--- src/rtl/i2c_scl_pkg.sv ---
// Package: shared types and field positions for the SCL generator.
// Assumes the configuration register is 32 bits wide with fixed field positions.
package i2c_scl_pkg;

    localparam int REF_W       = 9;
    localparam int FAST_BIT    = 12;
    localparam int IRQ_DIS_BIT = 15;

    typedef struct packed {
        logic             irq_dis;
        logic             fast;
        logic [REF_W-1:0] clref;
    } scl_cfg_t;

    typedef enum logic [1:0] {
        PH_IDLE = 2'd0,
        PH_LOW  = 2'd1,
        PH_WAIT = 2'd2,
        PH_HIGH = 2'd3
    } scl_phase_t;

endpackage

--- src/rtl/scl_tick_div.sv ---
// Free-running prescaler: emits a one-cycle tick every DIV clock cycles.
// Assumes DIV >= 2; the count starts at zero after reset.
module scl_tick_div #(
    parameter int DIV = 4
) (
    input  logic clk,
    input  logic rst_n,
    output logic tick
);
    localparam int CW = (DIV > 2) ? $clog2(DIV) : 1;

    logic [CW-1:0] cnt_q;

    // Count 0..DIV-1 and wrap.
    always_ff @(posedge clk) begin
        if (!rst_n)
            cnt_q <= '0;
        else if (cnt_q == CW'(DIV - 1))
            cnt_q <= '0;
        else
            cnt_q <= cnt_q + 1'b1;
    end

    assign tick = (cnt_q == CW'(DIV - 1));

    assert_tick_spacing_R3: assert property (@(posedge clk) disable iff (!rst_n)
        tick |=> !tick);

endmodule

--- src/rtl/scl_cfg_reg.sv ---
// Configuration register: reference value, fast-mode select, interrupt disable.
// Unimplemented bits are dropped on write and read back as zero.
module scl_cfg_reg
    import i2c_scl_pkg::*;
(
    input  logic        clk,
    input  logic        rst_n,
    input  logic        we,
    input  logic [31:0] wdata,
    output logic [31:0] rdata,
    output scl_cfg_t    cfg
);
    scl_cfg_t cfg_q;
    logic     unused_wbits;

    // Capture the implemented fields on a write.
    always_ff @(posedge clk) begin
        if (!rst_n)
            cfg_q <= '0;
        else if (we) begin
            cfg_q.clref   <= wdata[REF_W-1:0];
            cfg_q.fast    <= wdata[FAST_BIT];
            cfg_q.irq_dis <= wdata[IRQ_DIS_BIT];
        end
    end

    // Assemble the read-back word with reserved bits at zero.
    always_comb begin
        rdata              = '0;
        rdata[REF_W-1:0]   = cfg_q.clref;
        rdata[FAST_BIT]    = cfg_q.fast;
        rdata[IRQ_DIS_BIT] = cfg_q.irq_dis;
    end

    assign unused_wbits = ^{wdata[31:IRQ_DIS_BIT+1], wdata[IRQ_DIS_BIT-1:FAST_BIT+1],
                            wdata[FAST_BIT-1:REF_W]};
    assign cfg = cfg_q;

    assert_write_lands_R1: assert property (@(posedge clk) disable iff (!rst_n)
        we |=> (rdata[REF_W-1:0] == $past(wdata[REF_W-1:0])) &&
               (rdata[IRQ_DIS_BIT] == $past(wdata[IRQ_DIS_BIT])));

endmodule

--- src/rtl/scl_phase_fsm.sv ---
// SCL phase sequencer: counts low and high phases in timing ticks.
// It starts the high count only once the synchronized line reads high.
// Assumes the configuration only changes while enable is 0.
module scl_phase_fsm
    import i2c_scl_pkg::*;
#(
    parameter int SYNC_STAGES = 2
) (
    input  logic     clk,
    input  logic     rst_n,
    input  logic     tick,
    input  logic     enable,
    input  scl_cfg_t cfg,
    input  logic     scl_in,
    output logic     scl_oe,
    output logic     fall_stb,
    output logic     rise_stb
);
    localparam int CNT_W = REF_W + 3;
    localparam int MUL_W = CNT_W + 2;

    scl_phase_t             ph_q;
    logic [CNT_W-1:0]       cnt_q;
    logic [SYNC_STAGES-1:0] sync_q;
    logic                   scl_s;
    logic [CNT_W-1:0]       base_len, std_len, fast_tot, fast_low, fast_high;
    logic [CNT_W-1:0]       low_len, high_len;
    logic [MUL_W-1:0]       triple;

    // Bring the SCL line into the clock domain.
    always_ff @(posedge clk) begin
        if (!rst_n)
            sync_q <= '0;
        else
            sync_q <= {sync_q[SYNC_STAGES-2:0], scl_in};
    end
    assign scl_s = sync_q[SYNC_STAGES-1];

    // Derive phase lengths for both modes from the reference value.
    always_comb begin
        base_len  = {2'b00, cfg.clref, 1'b0} + CNT_W'(4);
        std_len   = CNT_W'(cfg.clref) + CNT_W'(2);
        triple    = MUL_W'(base_len) * MUL_W'(3);
        fast_tot  = CNT_W'(triple >> 2);
        fast_low  = CNT_W'((MUL_W'(fast_tot) << 1) / MUL_W'(3));
        fast_high = fast_tot - fast_low;
        low_len   = cfg.fast ? fast_low  : std_len;
        high_len  = cfg.fast ? fast_high : std_len;
    end

    // Phase state, tick counter and strobes.
    always_ff @(posedge clk) begin
        if (!rst_n) begin
            ph_q     <= PH_IDLE;
            cnt_q    <= '0;
            fall_stb <= 1'b0;
            rise_stb <= 1'b0;
        end else if (!enable) begin
            ph_q     <= PH_IDLE;
            cnt_q    <= '0;
            fall_stb <= 1'b0;
            rise_stb <= 1'b0;
        end else begin
            fall_stb <= 1'b0;
            rise_stb <= 1'b0;
            if (tick) begin
                unique case (ph_q)
                    PH_IDLE: begin
                        ph_q     <= PH_LOW;
                        cnt_q    <= '0;
                        fall_stb <= 1'b1;
                    end
                    PH_LOW: begin
                        if (cnt_q == low_len - 1'b1) begin
                            ph_q  <= PH_WAIT;
                            cnt_q <= '0;
                        end else begin
                            cnt_q <= cnt_q + 1'b1;
                        end
                    end
                    PH_WAIT: begin
                        if (scl_s) begin
                            rise_stb <= 1'b1;
                            if (high_len == CNT_W'(1)) begin
                                ph_q     <= PH_LOW;
                                cnt_q    <= '0;
                                fall_stb <= 1'b1;
                            end else begin
                                ph_q  <= PH_HIGH;
                                cnt_q <= CNT_W'(1);
                            end
                        end
                    end
                    PH_HIGH: begin
                        if (cnt_q == high_len - 1'b1) begin
                            ph_q     <= PH_LOW;
                            cnt_q    <= '0;
                            fall_stb <= 1'b1;
                        end else begin
                            cnt_q <= cnt_q + 1'b1;
                        end
                    end
                    default: ph_q <= PH_IDLE;
                endcase
            end
        end
    end

    assign scl_oe = (ph_q == PH_LOW);

    assert_fall_pulls_low_R7: assert property (@(posedge clk) disable iff (!rst_n)
        fall_stb |-> scl_oe);
    assert_fall_single_R7: assert property (@(posedge clk) disable iff (!rst_n)
        fall_stb |=> !fall_stb);
    assert_rise_seen_high_R6: assert property (@(posedge clk) disable iff (!rst_n)
        rise_stb |-> $past(scl_s));
    assert_idle_released_R8: assert property (@(posedge clk) disable iff (!rst_n)
        !enable |=> !scl_oe && !fall_stb && !rise_stb);
    assert_low_count_bound_R4: assert property (@(posedge clk) disable iff (!rst_n)
        (ph_q == PH_LOW) |-> (cnt_q < low_len));

endmodule

--- src/rtl/i2c_scl_gen.sv ---
// Top level: prescaler, configuration register and SCL phase sequencer.
// Also masks the byte engine's interrupt request.
// Assumes scl_in reflects the wired bus line, low whenever scl_oe is 1.
module i2c_scl_gen
    import i2c_scl_pkg::*;
#(
    parameter int TICK_DIV    = 4,
    parameter int SYNC_STAGES = 2
) (
    input  logic        clk,
    input  logic        rst_n,
    input  logic        enable,
    input  logic        cfg_we,
    input  logic [31:0] cfg_wdata,
    output logic [31:0] cfg_rdata,
    input  logic        scl_in,
    output logic        scl_oe,
    output logic        fall_stb,
    output logic        rise_stb,
    input  logic        irq_req,
    output logic        irq
);
    logic     tick;
    scl_cfg_t cfg;

    scl_tick_div #(.DIV(TICK_DIV)) u_div (
        .clk  (clk),
        .rst_n(rst_n),
        .tick (tick)
    );

    scl_cfg_reg u_cfg (
        .clk  (clk),
        .rst_n(rst_n),
        .we   (cfg_we),
        .wdata(cfg_wdata),
        .rdata(cfg_rdata),
        .cfg  (cfg)
    );

    scl_phase_fsm #(.SYNC_STAGES(SYNC_STAGES)) u_fsm (
        .clk     (clk),
        .rst_n   (rst_n),
        .tick    (tick),
        .enable  (enable),
        .cfg     (cfg),
        .scl_in  (scl_in),
        .scl_oe  (scl_oe),
        .fall_stb(fall_stb),
        .rise_stb(rise_stb)
    );

    // Gate the interrupt request with the disable bit.
    assign irq = irq_req & ~cfg.irq_dis;

    assert_irq_masked_R2: assert property (@(posedge clk) disable iff (!rst_n)
        (cfg_rdata[IRQ_DIS_BIT] && irq_req) |-> !irq);

endmodule

--- config.mk ---
export PLATFORM = sky130hd
export DESIGN_NAME = i2c_scl_gen
export DESIGN_NICKNAME = d
export VERILOG_FILES = /design/src/rtl/i2c_scl_pkg.sv /design/src/rtl/scl_tick_div.sv /design/src/rtl/scl_cfg_reg.sv /design/src/rtl/scl_phase_fsm.sv /design/src/rtl/i2c_scl_gen.sv
export SDC_FILE = /design/constraint.sdc
export NUM_CORES = 1
export LEC_CHECK = 0
export BUFFER_PORTS_ARGS = -buffer_cell sky130_fd_sc_hd__buf_2
export CORE_ASPECT_RATIO = 1.2
export CORE_MARGIN = 3
export CORE_UTILIZATION = 50
export CTS_BUF_LIST = sky130_fd_sc_hd__clkbuf_4
export CTS_CLUSTER_SIZE = 16
export DETAILED_ROUTE_END_ITERATION = 12
export GPL_TIMING_DRIVEN = 0
export PLACE_DENSITY = 0.73
export SLEW_MARGIN = 20
export SYNTH_ARGS = -nofsm -noshare
export SYNTH_HDL_FRONTEND = slang
export SYNTH_SLANG_ARGS = --single-unit
--- constraint.sdc ---
create_clock -name clk -period 15.9 [get_ports clk]
set_clock_uncertainty 0.05 [all_clocks]
set_input_delay 3.975 -clock clk [delete_from_list [all_inputs] [get_ports clk]]
set_output_delay 3.975 -clock clk [all_outputs]
set_load 0.005 [all_outputs]
### Word level (Yosys, flattened, before mapping)

Index checks and enable logic that the tools add are counted.
Widths: inputs -> output; s select.

* register bits: 31
* word-level logic and storage cells: 55
* output and inout port bits: 36
* bits of input ports: 38

* bitwise gates (word level): 3
* div/mod/pow operators: 1
* add/subtract/negate cells: 7
* equality and inequality tests: 10
* reduce and logical (&&, ||, !) cells: 7
* multiply operators: 1
* multiplexer cells: 17

Operator list (number)
* $mux 12: 5
* $pmux 12 s4: 1
* $eq 12x12->1: 2
* $sub 12x1->12 const B: 2
* $div 13x2->14 const B: 1
* $mul 12x2->14 const B: 1
* $add 12x1->12 const B: 1
* $eq 12x1->1 const B: 1
* $sub 12x12->12: 1
* $add 10x3->11 const B: 1
* $add 9x2->10 const B: 1
* $mux 2: 4
* $pmux 2 s4: 1
* $reduce_and 4->1: 2
* $eq 2x2->1 const B: 3
* $ne 2x1->1 const B: 3
* $mux 1: 5
* $reduce_and 2->1: 2
* $pmux 1 s3: 1
* $reduce_and 3->1: 1
* $add 2x1->2 const B: 1
* $eq 2x1->1 const B: 1
* $logic_not 2->1: 1
* $not 1->1: 2
* 2 further kinds: 2

### Longest topological paths before layout

Gate-level depths: netlist of run 1.

* word-level depth: 9
* gate-level depth with buffers: 49

### Hierarchy

Synthesis of run 1 repeated with hierarchy kept, for this count alone.

* cell total of the unflattened synthesis: 739
* area, all modules: 5429.0 um2

By module, submodules not included
* scl_phase_fsm: times used 1, area an instance 4683.2 um2, sequential area each 360.3 um2, cells an instance 665
* scl_cfg_reg: times used 1, area an instance 658.1 um2, sequential area each 220.2 um2, cells an instance 68
* scl_tick_div: times used 1, area an instance 73.8 um2, sequential area each 40.0 um2, cells an instance 5
* i2c_scl_gen: times used 1, area an instance 13.8 um2, sequential area each 0.0 um2, cells an instance 1

### Worst setup path before layout of run 1

OpenSTA, ideal clock, no wires.

* path type: flip-flop to flip-flop
* start: register u_cfg.cfg_q (netlist bit u_cfg.cfg[3])
* end: register u_fsm.ph_q[0]
* path slack: 6.210 ns
* library setup time: 0.079 ns
* cell stages (with the launch flop): 46
* data arrival time: 9.561 ns
* buffers on the path: 2
* cell sequence: dfxtp_1 -> buf_4 -> inv_1 -> nor3_1 -> and3_1 -> nand2_1 -> xnor2_1 -> ha_1 -> and4_1 -> a221oi_1 -> and2_1 -> xnor3_1 -> or4b_1 -> o221a_2 -> and3_4 -> o311ai_1 -> a22o_1 -> and2_1 -> [... 10 more ...] -> a21boi_0 -> o21ai_0 -> a21boi_0 -> o21a_1 -> o21ai_0 -> a31oi_1 -> o211ai_1 -> a311oi_1 -> nand3_1 -> xnor2_1 -> or4_1 -> nand2_1 -> nand4_1 -> a211oi_2 -> a21oi_1 -> buf_6 -> o31a_1 -> a211oi_2

* longest elaborated chain between the ends: 9
* elaborated cells on any way between the ends: 14
* classes of those cells: add/sub (5); mul (1); div (1); eq/ne (4); mux (2); reduce/logical (1)

RTL lines
* from (decl): RTL line scl_cfg_reg.sv:13 `scl_cfg_t cfg_q;`
* $add 10x3->11: RTL line scl_phase_fsm.sv:41 `base_len = {2'b00, cfg.clref, 1'b0} + CNT_W'(4);`
* $mul 12x2->14: RTL line scl_phase_fsm.sv:43 `triple = MUL_W'(base_len) * MUL_W'(3);`
* $div 13x2->14: RTL line scl_phase_fsm.sv:45 `fast_low = CNT_W'((MUL_W'(fast_tot) << 1) / MUL_W'(3));`
* $sub 12x12->12: RTL line scl_phase_fsm.sv:46 `fast_high = fast_tot - fast_low;`
* $mux 12: RTL line scl_phase_fsm.sv:48 `high_len = cfg.fast ? fast_high : std_len;`
* $sub 12x1->12: RTL line scl_phase_fsm.sv:95 `if (cnt_q == high_len - 1'b1) begin`
* $eq 12x12->1: RTL line scl_phase_fsm.sv:95
* $ne 2x1->1 (no line)
* $reduce_and 4->1 (no line) *
* to (signal assigned): RTL line scl_phase_fsm.sv:89 `ph_q <= PH_HIGH;`
* to (signal assigned): RTL line scl_phase_fsm.sv:96 `ph_q <= PH_LOW;`
* to (signal assigned): RTL line scl_phase_fsm.sv:103 `default: ph_q <= PH_IDLE;`
* to (decl): RTL line scl_phase_fsm.sv:22 `scl_phase_t ph_q;`

Every way passes the cells marked *; elsewhere a longest branch is shown, timed or not.
A chain may end at the register's enable or synchronous reset.

### Worst setup path after layout of run 1

* start: register u_cfg.cfg_q (netlist bit u_cfg.cfg[4])
* end: register u_fsm.cnt_q[2]

* longest elaborated chain between the ends: 9
* elaborated cells on any way between the ends: 14
* classes of those cells: add/sub (5); mul (1); div (1); eq/ne (2); mux (5)

RTL lines
* $add 10x3->11: RTL line scl_phase_fsm.sv:41
* $mul 12x2->14: RTL line scl_phase_fsm.sv:43
* $div 13x2->14: RTL line scl_phase_fsm.sv:45
* $sub 12x12->12: RTL line scl_phase_fsm.sv:46
* $mux 12: RTL line scl_phase_fsm.sv:48
* $sub 12x1->12: RTL line scl_phase_fsm.sv:95
* $eq 12x12->1: RTL line scl_phase_fsm.sv:95
* $mux 12: RTL line scl_phase_fsm.sv:95
* $pmux 12 s4 *: RTL line scl_phase_fsm.sv:67 `unique case (ph_q)`
* to (signal assigned): RTL line scl_phase_fsm.sv:78 `cnt_q <= cnt_q + 1'b1;`
* to (signal assigned): RTL line scl_phase_fsm.sv:100 `cnt_q <= cnt_q + 1'b1;`
* to (decl): RTL line scl_phase_fsm.sv:23 `logic [CNT_W-1:0] cnt_q;`

Marked as above.

==> summary.md, run 1 <==
| Metric | Value |
|---|---|
| Kind of critical path | `register to register` |
| Cts repair resizes | `0` |
| Sink Count | `31` |
| Vias in the first global route | `5335` |
| Leak Pwr | `2.44 nW` |
| Number of cell rows | `40` |
| Max stage delay on crit path | `720 ps` |
| Syn avg cell area | `7.23 um2` |
| Iteration-0 DRC Markers | `421` |
| Final setup viols | `0` |
| Synth cell types | `96` |
| Drt wl/cell | `16.5 um` |
| Ant. Diodes | `0` |
| CP Data Required Time | `16010 ps` |
| Clk root buf | `clkbuf_4` |
| Syn. warnings | `0` |
| Sequential share of the synthesized area | `11.6%` |
| Worst hold path type | `register to register` |
| Final Cell Area | `0.00580 mm2` |
| Pin count of the biggest net entering global routing | `11` |
| Slowest cell on crit path | `a2111oi_1` |
| Port bufs | `30` |
| Placed Cells | `917` |
| First-pass iteration count of the detailed router | `5` |
| Crit path DAT | `12210 ps` |
| Worst Tran Pin Value | `753 ps` |
| Max-slew violations | `0` |
| First-pass GRT wire length | `25200 um` |
| Crit end category | `register` |
| Reg clk slew, reported paths | `110 ps` |
| Non-filler cells, final | `925` |
| Setup repair bufs after CTS | `0` |
| CTS tree | `done` |
| Detailed Route WL | `15300 um` |
| Vias per cell | `6.22` |
| Ys async rst share | `0%` |
| CTS Buf Count | `5` |
| Layout Nets | `870` |
| Max Freq | `82.6 MHz` |
| Part of the cycle the worst path needs | `76.1%` |
| Post-layout min period | `12100 ps` |
| Critical-path maximum fanout | `10` |
| Layout cells sized above 1 | `14.3%` |
| Mapped Cells | `741` |
| Maximum vdd drop | `0.0398 mV` |
| Gr usage total | `24.9%` |
| Most used DFF post-synth | `dfxtp_1` |
| DIE HEIGHT | `119 um` |
| Initial antenna violation count | `0` |
| Slew headroom | `49.1%` |
| # IOs | `74` |
| Post-Syn Area | `0.00536 mm2` |
| Initial Utilization | `52.5%` |
| GRT overflow | `0` |
| Post-synth EDFFs | `0` |
| Sum Neg Setup Slack | `0 ps` |
| Max clock buf depth | `2` |
| Placement Cell Area | `0.00574 mm2` |
| Final hold vios | `0` |
| Maxcap violations | `0` |
| DRC viols | `0` |
| DIE AREA | `0.0120 mm2` |
| H-Tree Depth | `2` |
| Status | `finished, final reports clean` |
| Total number of vias | `5751` |
| Die W | `100 um` |
| Worst Setup Start Kind | `register` |
| HPWL after DPL | `12000 um` |
| PD cells | `77.6 mW/mm2` |
| RSZ-0062 raised after global routing | `no` |
| Core Region | `0.0102 mm2` |
| GP Congestion | `0.923` |
| Hold Buf Count CTS | `0` |
| Clock latency on the worst-skew pair | `330 ps` |
| Synthesis-to-layout area growth | `8.22%` |
| Antenna-violating nets left | `0` |
| FF+latch count, synth | `31` |
==> sequential cells by signal, summed over array words and instances (netlist names) <==
signal,flops
u_fsm.sync_q,2
u_fsm.fall_stb,1
u_fsm.cnt_q,12
u_fsm.rise_stb,1
u_fsm.ph_q,2
u_div.cnt_q,2
u_cfg.cfg,11
==> final cells by class <==
type | instances | area [um2]
sequential | 31 | 621
multi-input combinational | 627 | 4290
buffer | 61 | 360
tap | 126 | 158
timing repair buffer | 30 | 150
clock buffer | 6 | 45.0
fill | 1030 | 4410
clock inverter | 2 | 12.5
inverter | 42 | 160
==> path summary, 6_finish.rpt <==
kind | depth (start not counted) | slack [ps] | end | from
worst min register to register | 1 | 380 | u_div.cnt_q[0] | u_div.cnt_q[0]
worst max-delay path | 46 | 3800 | u_fsm.cnt_q[2] | u_cfg.cfg[4]
worst max register to register | 46 | 3800 | u_fsm.cnt_q[2] | u_cfg.cfg[4]
worst min-delay path | 1 | 380 | u_div.cnt_q[0] | u_div.cnt_q[0]
==> metrics by stage <==
stage               worst slack (ps)  power [mW]  utilization (%)  hold WS, ps
floorplan                       6210       0.332                -          355
global placement                4320       0.388             56.2          361
detailed placement              3980       0.396             56.2          369
CTS                             3900       0.445             56.8          385
global route                    2740       0.488             56.8          433
finish                          3800       0.450             56.8          384
==> logic make-up (layout without fill, tap and decap cells) <==
kind of cell,Yosys count,after routing,share of synthesized area [%]
AND/OR/NAND/NOR,290,290,28.3
AO/OA/AOI/OAI,213,213,29.9
buffers and inverters,103,141,9.72
XOR/XNOR,50,50,8.83
adder cells (fa/ha/maj),34,34,8.08
flip-flops,31,31,11.6
multiplexers,19,19,3.55
other,1,21,0.0700
==> layer usage <==
metal	global-route usage, %	wire, um	up-vias
met5	0	0	-
met3	1.82	840	27
met4	8.59	370	0
met2	43.7	7800	220
li1	-	-	2813
met1	31.7	6280	2691
==> placed cells by master, fill, tap and decap left out, drive strengths merged, types with 6 or more instances in the layout <==
cell / instances
and3: 18
a31oi: 9
a211oi: 14
a21o: 9
clkbuf: 30
or2: 8
o21a: 6
xnor2: 32
nor2: 52
nor3b: 9
a22oi: 11
xor2: 16
nand2b: 11
and2: 9
or3: 10
o22ai: 6
ha: 33
nand3: 31
nand4: 13
nor3: 23
buf: 67
mux2i: 19
o311ai: 11
dfxtp: 31
conb: 21
o211ai: 9
clkinv: 6
o21ai: 41
nor2b: 21
inv: 37
a21oi: 35
nand2: 71
a21boi: 9
==> critical path: cells and delay by family, from the launching register on <==
family	cells	cell delay, ps
simple gates	13	2960
fa+ha+maj	4	1370
compound gates	21	5670
flops	1	470
mux	1	230
xor+xnor	2	570
buf+inv	5	610
==> power by group <==
part	switching [mW]	internal [mW]	total [mW]
registers	0.00343	0.0803	0.0837
logic	0.195	0.124	0.319
clock network	0.0288	0.0188	0.0476
total	0.227	0.223	0.450
==> cells in the mapped netlist (6+ instances only) <==
| cell | instances | area, um2 |
|---|---|---|
| a22oi_1 | 9 | 67.6 |
| and3_1 | 16 | 100 |
| nand4_1 | 13 | 81.3 |
| xnor2_1 | 31 | 272 |
| o311ai_0 | 9 | 78.8 |
| a31oi_1 | 8 | 50.1 |
| o21ai_1 | 6 | 30.0 |
| ha_1 | 33 | 413 |
| nor3b_1 | 9 | 67.6 |
| nand2b_1 | 11 | 68.8 |
| xor2_1 | 16 | 140 |
| o21a_1 | 6 | 45.0 |
| buf_4 | 25 | 188 |
| a21boi_0 | 7 | 52.6 |
| a21oi_1 | 31 | 155 |
| nand3_1 | 31 | 155 |
| and2_1 | 9 | 56.3 |
| clkbuf_1 | 24 | 90.1 |
| mux2i_1 | 19 | 190 |
| o211ai_1 | 8 | 60.1 |
| a211oi_1 | 9 | 67.6 |
| dfxtp_1 | 31 | 621 |
| inv_1 | 33 | 124 |
| nand2_1 | 71 | 267 |
| buf_2 | 6 | 30.0 |
| nor3_1 | 22 | 110 |
| a21o_1 | 8 | 60.1 |
| or3_1 | 10 | 62.6 |
| nor2b_1 | 20 | 125 |
| o21ai_0 | 35 | 175 |
| nor2_1 | 51 | 191 |
No activity file was read; power rests on OpenSTA's default activity.
==> inputs of run 2 (changes only) <==
- ABC_AREA: unset -> 1
- PLACE_DENSITY: 0.73 -> 0.74
- clock period: 15.9 -> 11.83 ns (I/O delays scaled with it)
==> summary.md, run 2 <==
| Metric | Value |
|---|---|
| Final hold vios | `0` |
| Worst hold path type | `register to register` |
| Crit end category | `register` |
| Maxcap violations | `0` |
| Synth cell types | `45` |
| Critical-path maximum fanout | `10` |
| Top cells by count, synth | `nand2_1 (165), inv_1 (110), nor2_1 (71)` |
| Reg clk slew, reported paths | `100 ps` |
| Hold Buf Count CTS | `0` |
| Synth top area cells | `dfxtp_1 (14%), nand2_1 (14%), ha_1 (9.4%)` |
| Detailed Route WL | `10400 um` |
| Max Freq | `103 MHz` |
| H-Tree Depth | `2` |
| RSZ-0062 raised after global routing | `no` |
| Layout Nets | `852` |
| Most frequent cells in the layout | `nand2_1 (165), inv_1 (110), nor2_1 (71)` |
| Vias in the first global route | `4325` |
| Commonest non-fill, non-tap cell in the layout | `nand2_1` |
| Cells on worst reg2reg path | `62` |
| Max-slew violations | `0` |
| Ant. Diodes | `0` |
| Antenna-violating nets left | `0` |
| CP Data Required Time | `11990 ps` |
| Worst Tran Pin Value | `764 ps` |
| Post-synth top area cell | `dfxtp_1` |
| Initial antenna violation count | `0` |
| Ys async rst share | `0%` |
| Count leader, synth | `nand2_1` |
| Leak Pwr | `2.58 nW` |
| Sum Neg Setup Slack | `0 ps` |
| Setup repair bufs after CTS | `0` |
| GP Congestion | `0.892` |
| Most used DFF post-synth | `dfxtp_1` |
| Synthesis-to-layout area growth | `10.2%` |
| Post-synth EDFFs | `0` |
| Slew headroom | `48.6%` |
| Gr usage total | `21.7%` |
| Clk root buf | `clkbuf_4` |
| Final setup viols | `0` |
| Drt wl/cell | `11.6 um` |
| Kind of critical path | `register to register` |
| Core Region | `0.00833 mm2` |
| First-pass iteration count of the detailed router | `5` |
| Clock latency on the worst-skew pair | `350 ps` |
| WHS Path Cells | `1` |
| Status | `finished, final reports clean` |
| Biggest register | `u_fsm.cnt_q` |
| Fillcell total | `829` |
| Pwr Total | `668 uW` |
| FF+latch count, synth | `31` |
| Cts repair resizes | `0` |
| Mapped Cells | `722` |
| Non-filler cells, final | `895` |
| Placed Cells | `887` |
| CTS Buf Count | `5` |
| Sequential share of the synthesized area | `14.1%` |
| Slowest cell on crit path | `dfxtp_1` |
| Maximum vdd drop | `0.120 mV` |
| Max stage delay on crit path | `550 ps` |
| Syn avg cell area | `6.08 um2` |
| Vias per cell | `4.99` |
| Die W | `91.5 um` |
| PD cells | `138 mW/mm2` |
| CTS tree | `done` |
| Final worst setup slack | `2120 ps` |
| First-pass GRT wire length | `18100 um` |
| CP most frequent cell | `nand2_1` |
| Part of the cycle the worst path needs | `82.0%` |
| Synth top area share | `14.1%` |
| Footprint of the multi-input gates | `0.00316 mm2` |
| Port bufs | `31` |
| Initial Utilization | `52.6%` |
| Iteration-0 DRC Markers | `196` |
| # IOs | `74` |
| DP Worst Slack | `2200 ps` |
| Pin count of the biggest net entering global routing | `11` |
| Post-Syn Area | `0.00439 mm2` |
| Total number of vias | `4462` |
| GRT overflow | `0` |
| DIE HEIGHT | `109 um` |
| Number of cell rows | `36` |
| HPWL after DPL | `8640 um` |
| Post-layout min period | `9710 ps` |
| Layout cells sized above 1 | `16.3%` |
| Syn. warnings | `0` |
| Sink Count | `31` |
| Max reg flops | `12` |
| Worst Setup Start Kind | `register` |
| DRC viols | `0` |
| DIE AREA | `0.00994 mm2` |
| FF/Latch Area | `621 um2` |
| Max clock buf depth | `2` |
| Crit path DAT | `9870 ps` |
[run 2: final timing paths]
| kind | startpoint | end | slack, ps |
|---|---|---|---|
| setup / recovery | u_cfg.cfg[2] | u_fsm.cnt_q[0] | 2120 |
| hold / removal | u_div.cnt_q[0] | u_div.cnt_q[0] | 370 |
| setup reg to reg | u_cfg.cfg[2] | u_fsm.cnt_q[0] | 2120 |
| hold reg to reg | u_div.cnt_q[0] | u_div.cnt_q[0] | 370 |
[run 2: area by class of cell]
| type | count | share of cell area, % |
|---|---|---|
| Buffer | 33 | 4.50 |
| Sequential cell | 31 | 12.8 |
| Clock inverter | 3 | 0.802 |
| Clock buffer | 5 | 0.776 |
| Tap cell | 114 | 2.95 |
| Multi-Input combinational cell | 554 | 65.3 |
| Inverter | 124 | 9.65 |
| Timing Repair Buffer | 31 | 3.21 |
[run 2: kinds of logic after synthesis]
family | share of synthesized area, %
compound gates | 14.9
fa+ha+maj | 9.87
other cells | 0.0855
simple gates | 37.1
flops | 14.1
xor+xnor | 8.36
buf+inv | 15.6
[run 2: power breakdown]
| part | leakage [nW] | internal, mW | switching, mW | total [mW] |
|---|---|---|---|---|
| clock | 0.0426 | 0.0434 | 0.0392 | 0.0827 |
| sequential | 0.254 | 0.108 | 0.00446 | 0.113 |
| combinational | 2.29 | 0.172 | 0.300 | 0.472 |
[run 2: per-layer routing]
layer | share of wire [%] | vias up | track usage, %
li1 | - | 2371 | -
met1 | 44 | 1994 | 24.7
met2 | 50 | 82 | 41.2
met3 | 4.2 | 15 | 3.20
met4 | 1.8 | 0 | 6.79
met5 | 0 | - | 0
[run 2: metrics by stage]
stage	area, um2	util, %	hold slack [ps]
floorplan	4460	-	340
global placement	4760	57.1	349
detailed placement	4760	57.1	355
CTS	4840	58.0	380
global route	4840	58.0	387
finish	4840	58.0	372
[run 2: worst max-delay path, delay by kind of cell (launching register included)]
kind	cells	cell delay, ps
xor gates and xnor gates	3	690
adders and majority gates	4	1210
and+or+nand+nor	36	4270
AOI/OAI and AO/OA	11	2110
buffers and inverters	8	690
DFF	1	550
==> inputs of run 3 (changes only) <==
- ABC_AREA: 1 -> 0
- PLACE_DENSITY: 0.74 -> 0.76
- clock period: 11.83 -> 7.85 ns (I/O delays scaled with it)
==> summary.md, run 3 (synthesis results as in run 1) <==
| Metric | Value |
|---|---|
| H-Tree Depth | `2` |
| Fillcell total | `816` |
| DIE AREA | `0.0120 mm2` |
| Slowest cell on crit path | `or4b_4` |
| Critical path's top delay family | `compound AO/OA/AOI/OAI gates` |
| First-pass iteration count of the detailed router | `6` |
| Hold Buf Count CTS | `0` |
| Pwr Total | `1.22 mW` |
| Final worst setup slack | `-1640 ps` |
| Vias in the first global route | `6139` |
| Biggest register | `u_fsm.cnt_q` |
| PD cells | `168 mW/mm2` |
| Worst hold path type | `register to register` |
| Post-layout min period | `9490 ps` |
| CTS tree | `done` |
| Max stage delay on crit path | `590 ps` |
| Final setup viols | `15` |
| Buf+Inv Stages, Crit Path | `4` |
| Worst Setup Start Kind | `register` |
| Layout Nets | `936` |
| Port bufs | `30` |
| Sink Count | `31` |
| DIE HEIGHT | `119 um` |
| Max reg flops | `12` |
| Kind of critical path | `register to register` |
| DP Worst Slack | `-2330 ps` |
| CTS Buf Count | `5` |
| Pin count of the biggest net entering global routing | `11` |
| Total number of vias | `6372` |
| Number of cell rows | `40` |
| Reg-to-Reg Start | `u_cfg.cfg[4]` |
| Maximum vdd drop | `0.156 mV` |
| Worst Tran Pin Value | `977 ps` |
| Synthesis-to-layout area growth | `35.8%` |
| First-pass GRT wire length | `29200 um` |
| Crit end category | `register` |
| HPWL after DPL | `12500 um` |
| Detailed Route WL | `18500 um` |
| Leak Pwr | `3.01 nW` |
| Part of the cycle the worst path needs | `121%` |
| Violated checks | `negative setup slack` |
| GRT overflow | `0` |
| Hold path start | `u_div.cnt_q[0]` |
| RSZ-0062 raised after global routing | `yes` |
| FF/Latch Area | `637 um2` |
| Core Region | `0.0102 mm2` |
| Status | `finished with violations` |
| Drt wl/cell | `18.7 um` |
| Gr usage total | `29.4%` |
| Clock latency on the worst-skew pair | `340 ps` |
| Crit path from | `u_cfg.cfg[4]` |
| Max clock buf depth | `2` |
| Footprint of the multi-input gates | `0.00512 mm2` |
| Most frequent cells in the layout | `buf_4 (83), nand2_1 (59), nor2_1 (50)` |
| Critical-path maximum fanout | `5` |
| GP Congestion | `0.933` |
| Commonest non-fill, non-tap cell in the layout | `buf_4` |
| Max-slew violations | `0` |
| Vias per cell | `6.43` |
| Reg clk slew, reported paths | `100 ps` |
| Iteration-0 DRC Markers | `601` |
| Crit path DAT | `9680 ps` |
| CP Data Required Time | `8040 ps` |
| Slew headroom | `34.7%` |
| Max Freq | `105 MHz` |
| DRC viols | `0` |
| # IOs | `74` |
| Ant. Diodes | `0` |
| Layout cells sized above 1 | `32.0%` |
| Initial Utilization | `52.5%` |
| Antenna-violating nets left | `0` |
| Initial antenna violation count | `0` |
| Maxcap violations | `0` |
| Clk root buf | `clkbuf_4` |
| Die W | `100 um` |
| Final hold vios | `0` |
## run 3: where the power goes
part	internal, mW	switching, mW
clock	0.103	0.0588
sequential	0.162	0.00677
combinational	0.392	0.499
total	0.657	0.564
## run 3: routing by layer
metal,GRT usage [%],part of all wire [%],wire length (um)
met5,0,0,0
met3,3.63,6.3,1160
met2,50.8,51,9530
met1,34.7,37,6940
met4,15.9,4.8,892
## run 3: worst paths after layout
check                           cells past startpoint  slack [ps]         endpoint
worst max-delay path                               45       -1640  u_fsm.cnt_q[11]
worst min-delay path                                1         390   u_div.cnt_q[0]
worst max register to register                     45       -1640  u_fsm.cnt_q[11]
worst min register to register                      1         390   u_div.cnt_q[0]
## run 3: through the flow
step | hold slack (ps) | TNS, ps | instances | util, % | area [um2]
6_report | 387 | -23490 | 991 | 71.3 | 7270
2_1_floorplan | 355 | -10670 | 761 | - | 5770
3_3_place_gp | 362 | -30000 | 917 | 59.6 | 6080
3_5_place_dp | 372 | -32850 | 917 | 59.6 | 6080
4_1_cts | 387 | -22990 | 979 | 67.6 | 6900
5_1_grt | 401 | -29750 | 991 | 71.3 | 7270
## run 3: layout make-up
class	instances	share of cell area, %
Buffer	61	5.66
Tap cell	126	2.17
Clock buffer	6	0.619
Multi-Input combinational cell	627	70.4
Clock inverter	2	0.826
Inverter	42	2.34
Sequential cell	31	8.75
Timing Repair Buffer	96	9.22
## run 3: timing repair
item / in CTS / in global routing
pin swaps: 53 / 40
setup endpoints to repair: 15 / 15
setup buffers: 54 / 12
resized for setup: 62 / 57
gates cloned: 0 / 0
